--- config.mk ---
export PLATFORM = sky130hd
export DESIGN_NAME = can_errstat_flags
export DESIGN_NICKNAME = d
export VERILOG_FILES = /design/src/rtl/can_errstat_pkg.sv /design/src/rtl/can_errstat_classify.sv /design/src/rtl/can_errstat_change.sv /design/src/rtl/can_errstat_wake.sv /design/src/rtl/can_errstat_flags.sv
export SDC_FILE = /design/constraint.sdc
export NUM_CORES = 1
export LEC_CHECK = 0
export BUFFER_PORTS_ARGS = -buffer_cell sky130_fd_sc_hd__buf_2
export CAP_MARGIN = 20
export CORE_AREA = 4 4 41 43
export DETAILED_ROUTE_END_ITERATION = 10
export DIE_AREA = 0 0 45 47
export PLACE_DENSITY = 0.77
export SLEW_MARGIN = 20
export SYNTH_ARGS = -nofsm -noshare
export SYNTH_HDL_FRONTEND = slang
export SYNTH_SLANG_ARGS = --single-unit
export TNS_END_PERCENT = 100
--- constraint.sdc ---
create_clock -name clk -period 3.1 [get_ports clk]
set_clock_uncertainty 0.1 [all_clocks]
set_input_delay 0.31 -clock clk [delete_from_list [all_inputs] [get_ports clk]]
set_output_delay 0.31 -clock clk [all_outputs]
set_load 0.03 [all_outputs]
--- src/rtl/can_errstat_pkg.sv ---
package can_errstat_pkg;
  typedef enum logic [1:0] {
    ST_OK      = 2'b00,
    ST_WARN    = 2'b01,
    ST_PASSIVE = 2'b10,
    ST_BUSOFF  = 2'b11
  } err_cat_e;

  localparam int unsigned REG_W     = 8;
  localparam int unsigned CHG_BIT   = 0;
  localparam int unsigned WAKE_BIT  = 1;
  localparam int unsigned RX_LSB    = 2;
  localparam int unsigned TX_LSB    = 4;
endpackage

--- src/rtl/can_errstat_classify.sv ---
module can_errstat_classify
  import can_errstat_pkg::*;
#(
  parameter int unsigned CNT_W       = 8,
  parameter int unsigned WARN_LVL    = 96,
  parameter int unsigned PASSIVE_LVL = 128,
  parameter int unsigned BUSOFF_LVL  = 256
) (
  input  logic [CNT_W-1:0] cnt,
  input  logic             force_busoff,
  output err_cat_e         cat
);
  localparam logic [CNT_W:0] WARN_C    = WARN_LVL[CNT_W:0];
  localparam logic [CNT_W:0] PASSIVE_C = PASSIVE_LVL[CNT_W:0];
  localparam bit             REACH     = (CNT_W > $clog2(BUSOFF_LVL));

  logic [CNT_W:0] cnt_x;
  logic           over;

  assign cnt_x = {1'b0, cnt};

  generate
    if (REACH) begin : g_busoff
      localparam logic [CNT_W:0] BUSOFF_C = BUSOFF_LVL[CNT_W:0];
      assign over = (cnt_x >= BUSOFF_C);
    end else begin : g_no_busoff
      assign over = 1'b0;
    end
  endgenerate

  always_comb begin
    if (force_busoff || over)     cat = ST_BUSOFF;
    else if (cnt_x >= PASSIVE_C)  cat = ST_PASSIVE;
    else if (cnt_x >= WARN_C)     cat = ST_WARN;
    else                          cat = ST_OK;
  end
endmodule

--- src/rtl/can_errstat_change.sv ---
module can_errstat_change
  import can_errstat_pkg::*;
(
  input  logic     clk,
  input  logic     rst_n,
  input  err_cat_e cat_rx,
  input  err_cat_e cat_tx,
  input  logic     in_init,
  input  logic     clr_req,
  output logic     chg_flag,
  output err_cat_e rep_rx,
  output err_cat_e rep_tx
);
  logic differ;

  assign differ = (cat_rx != rep_rx) || (cat_tx != rep_tx);

  // codes load only while no change is pending (blocking behaviour)
  always_ff @(posedge clk or negedge rst_n) begin
    if (!rst_n) begin
      rep_rx <= ST_OK;
      rep_tx <= ST_OK;
    end else if (!chg_flag) begin
      rep_rx <= cat_rx;
      rep_tx <= cat_tx;
    end
  end

  always_ff @(posedge clk or negedge rst_n) begin
    if (!rst_n)                    chg_flag <= 1'b0;
    else if (in_init)              chg_flag <= 1'b0;
    else if (!chg_flag && differ)  chg_flag <= 1'b1;
    else if (clr_req)              chg_flag <= 1'b0;
  end
endmodule

--- src/rtl/can_errstat_wake.sv ---
module can_errstat_wake (
  input  logic clk,
  input  logic rst_n,
  input  logic sleep_mode,
  input  logic wake_en,
  input  logic bus_activity,
  input  logic in_init,
  input  logic clr_req,
  output logic wake_flag
);
  logic set_req;

  assign set_req = sleep_mode && wake_en && bus_activity;

  always_ff @(posedge clk or negedge rst_n) begin
    if (!rst_n)        wake_flag <= 1'b0;
    else if (in_init)  wake_flag <= 1'b0;
    else if (set_req)  wake_flag <= 1'b1;
    else if (clr_req)  wake_flag <= 1'b0;
  end
endmodule

--- src/rtl/can_errstat_flags.sv ---
module can_errstat_flags
  import can_errstat_pkg::*;
#(
  parameter int unsigned TEC_W       = 9,
  parameter int unsigned REC_W       = 8,
  parameter int unsigned WARN_LVL    = 96,
  parameter int unsigned PASSIVE_LVL = 128,
  parameter int unsigned BUSOFF_LVL  = 256
) (
  input  logic             clk,
  input  logic             rst_n,
  input  logic [TEC_W-1:0] tx_err_cnt,
  input  logic [REC_W-1:0] rx_err_cnt,
  input  logic             sleep_mode,
  input  logic             wake_en,
  input  logic             bus_activity,
  input  logic             init_req,
  input  logic             init_ack,
  input  logic             reg_wr_en,
  input  logic [REG_W-1:0] reg_wr_data,
  output logic [REG_W-1:0] reg_rd_data,
  input  logic             stat_ie,
  input  logic             wake_ie,
  output logic [1:0]       rx_code,
  output logic [1:0]       tx_code,
  output logic             stat_irq,
  output logic             wake_irq
);
  err_cat_e cat_rx, cat_tx, rep_rx, rep_tx;
  logic     tx_busoff, in_init, clr_chg, clr_wake;
  logic     chg_flag, wake_flag;
  logic     unused_wr_bits;

  assign in_init        = init_req && init_ack;
  assign clr_chg        = reg_wr_en && !in_init && reg_wr_data[CHG_BIT];
  assign clr_wake       = reg_wr_en && !in_init && reg_wr_data[WAKE_BIT];
  assign unused_wr_bits = ^reg_wr_data[REG_W-1:2];

  can_errstat_classify #(
    .CNT_W(TEC_W), .WARN_LVL(WARN_LVL),
    .PASSIVE_LVL(PASSIVE_LVL), .BUSOFF_LVL(BUSOFF_LVL)
  ) u_tx_cls (
    .cnt(tx_err_cnt), .force_busoff(1'b0), .cat(cat_tx)
  );

  assign tx_busoff = (cat_tx == ST_BUSOFF);

  can_errstat_classify #(
    .CNT_W(REC_W), .WARN_LVL(WARN_LVL),
    .PASSIVE_LVL(PASSIVE_LVL), .BUSOFF_LVL(BUSOFF_LVL)
  ) u_rx_cls (
    .cnt(rx_err_cnt), .force_busoff(tx_busoff), .cat(cat_rx)
  );

  can_errstat_change u_change (
    .clk(clk), .rst_n(rst_n),
    .cat_rx(cat_rx), .cat_tx(cat_tx),
    .in_init(in_init), .clr_req(clr_chg),
    .chg_flag(chg_flag), .rep_rx(rep_rx), .rep_tx(rep_tx)
  );

  can_errstat_wake u_wake (
    .clk(clk), .rst_n(rst_n),
    .sleep_mode(sleep_mode), .wake_en(wake_en), .bus_activity(bus_activity),
    .in_init(in_init), .clr_req(clr_wake), .wake_flag(wake_flag)
  );

  assign rx_code = rep_rx;
  assign tx_code = rep_tx;

  always_comb begin
    reg_rd_data                   = '0;
    reg_rd_data[CHG_BIT]          = chg_flag;
    reg_rd_data[WAKE_BIT]         = wake_flag;
    reg_rd_data[RX_LSB+1:RX_LSB]  = rep_rx;
    reg_rd_data[TX_LSB+1:TX_LSB]  = rep_tx;
  end

  assign stat_irq = chg_flag && stat_ie;
  assign wake_irq = wake_flag && wake_ie;
endmodule

==> reports/metrics.cfg <==
[worst_setup_path]
cp.required_ns=2.69
crit_start=u_change.chg_flag
crit_end=stat_irq
worstPathMaxFanout=12
arrival_ns=1.19
r2r-end=u_change.chg_flag
endpoint_kind=primary output
rrSetupSlack_ns=1.71
start_kind=flop
crit_type=flop to primary output
worstRegToRegCells=3
rr_startpoint=u_change.rep_rx[0]

[global_route]
grt_antenna_before_repair=0
grt_max_degree=13
grt_pass1_wl_mm=1.59
grt_usage_pct=11.0
grt-ovfl-total=0
grt_pass1_vias=417

[cts]
clkTransAtPathRegs_ns=0.05
tritoncts=yes
postCtsResizedCells=0
insertion_delay_ns=0.24
cts_max_level=1
root_buffer=clkbuf_4
cts_max_path_buffers=2
clock-sinks=6
cts_buffers=3

[yosys]
ys_types=21
ys.flop_type=dfrtp_1
async_flop_share_pct=100
synth_top_cells_by_count=8 x buf_4, 6 x a21oi_1, 6 x dfrtp_1, 4 x inv_1, 4 x nor3_1
postSynthCellCount=49
synth_most_common_cell=buf_4
ys_warn_count=0
synth.cell_area_um2=420
synth_top_area_cell=dfrtp_1
avgSynthCellArea_um2=8.58
yosysSeqAreaShare_pct=35.7
yosysTopAreaCellShare_pct=35.7
yosys_register_bits=6
yosys-top-cells-area=dfrtp_1 36%, buf_4 14%, a21oi_1 7.1%
synth_edf_count=0

[cells_and_area]
layout-drive-gt1-share_pct=45.9
n_antenna_cell=0
final_cell_count_no_fill=89
final_util_pct=42.9
syn_to_final_growth_pct=32.7
n_fill_cell=146
nets=111

[route]
via_count=431
drt-vias-per-instance=4.84
drt_iter0_markers=4
post_drt_wl_per_cell_um=12.1
first_pass_iters=4
drt-total-wl_mm=1.07
route.detailed.drc=0
ant_nets=0

[timing]
tns_ns=0
rsz0062_at_grt=no
holdWs_ns=0.151
min_period_ns=1.60
hold_viol=0
drv_slew=0
fmax_mhz=626
period_share_pct=51.5
setup_viol=0

[floorplanning]
fp.dieArea_um2=2120
coreArea_um2=1300
placementRows=13
die_w_um=45
start_util_pct=32.3
fp.dieH_um=47
io_pins=49

[min_path]
hp-class=primary input to flop

[job]
max_cap_viol_count=0

[pwr]
powerDensity_nw_per_um2=533
power.leakage_uw=0.000292
ir_drop_mv=0.217

[place]
hpwl_um=859
dpl.cell_count=85
port_buffers=30
gp_congestion=0.709

[run_status]
outcome=completed

cells in the final DEF, fill, tap and decap left out:
master / count
or4_1: 1
dfrtp_1: 6
a211oi_1: 1
a32oi_1: 1
or3_1: 2
a32o_1: 1
a21oi_1: 6
a221oi_2: 1
and2_1: 2
and3b_1: 2
inv_1: 4
o21ai_0: 1
buf_2: 30
clkbuf_4: 3
conb_1: 2
and3_1: 1
dlygate4sd3_1: 1
o21ai_1: 2
xor2_1: 1
nor4b_1: 1
nand2_1: 1
nor3_1: 4
metal layers:
layer | GRT usage (%) | vias to the layer above | wire length, um
met1 | 11.2 | 197 | 429
met3 | 4.98 | 2 | 65
met2 | 17.8 | 13 | 571
met5 | 0 | - | 0
met4 | 8.19 | 0 | 8
li1 | - | 219 | -
state kept, by name (all words and copies together), names as in the netlist:
signal             count
u_change.chg_flag      1
u_change.rep_tx        2
u_wake.wake_flag       1
u_change.rep_rx        2
report_power, final:
| group | total, uW | switching [uW] | internal, uW |
|---|---|---|---|
| Clock | 73.7 | 29.8 | 43.9 |
| Combinational | 117 | 77.2 | 39.6 |
| Sequential | 107 | 17.1 | 89.9 |
worst max-delay path, stage by stage, from the launching register on:
cell     delay, ns
dfrtp_1       0.57
and2_1        0.18
buf_2         0.19
repair_timing:
item                      4_1_cts  5_1_grt
setup buffers                   0        0
hold endpoints to repair        6        0
hold buffers                    1        0
area by class of cell:
class / instances / area [um2] / area share (%)
Clock buffer: 3 / 22.5 / 4.04
Inverter: 4 / 15.0 / 2.69
Multi-Input combinational cell: 30 / 191 / 34.3
Sequential cell: 6 / 150 / 26.9
Tap cell: 15 / 18.8 / 3.36
Timing Repair Buffer: 31 / 160 / 28.7
worst min path at each step:
| stage | start | end | slack (ns) | cells after the start |
|---|---|---|---|---|
| floorplan | rst_n | u_change.chg_flag | -0.09 | 0 |
| global placement | rst_n | u_change.chg_flag | 0.04 | 1 |
| finish | init_ack | u_wake.wake_flag | 0.15 | 2 |
| CTS | init_ack | u_wake.wake_flag | 0.15 | 2 |
| detailed placement | rst_n | u_wake.wake_flag | 0.04 | 1 |
| global route | init_req | u_wake.wake_flag | 0.16 | 2 |
through the flow:
| stage | total power [uW] | cell area, um2 | worst slack (ns) |
|---|---|---|---|
| 3_3_place_gp | 222 | 526 | 1.55 |
| 6_report | 297 | 558 | 1.50 |
| 5_1_grt | 318 | 558 | 1.42 |
| 2_1_floorplan | 201 | 424 | 1.63 |
| 4_1_cts | 299 | 558 | 1.50 |
| 3_5_place_dp | 224 | 526 | 1.51 |
logic make-up (layout without fill, tap and decap cells):
group | after synthesis | after routing | synth area share (%)
AND/OR/NAND/NOR | 14 | 14 | 21.1
buffers and inverters | 14 | 38 | 19.6
AO/OA/AOI/OAI | 13 | 13 | 20.5
flip-flops | 6 | 6 | 35.7
other | 1 | 2 | 0.892
XOR/XNOR | 1 | 1 | 2.08
Note: power is estimated with default switching activity, not from simulation.
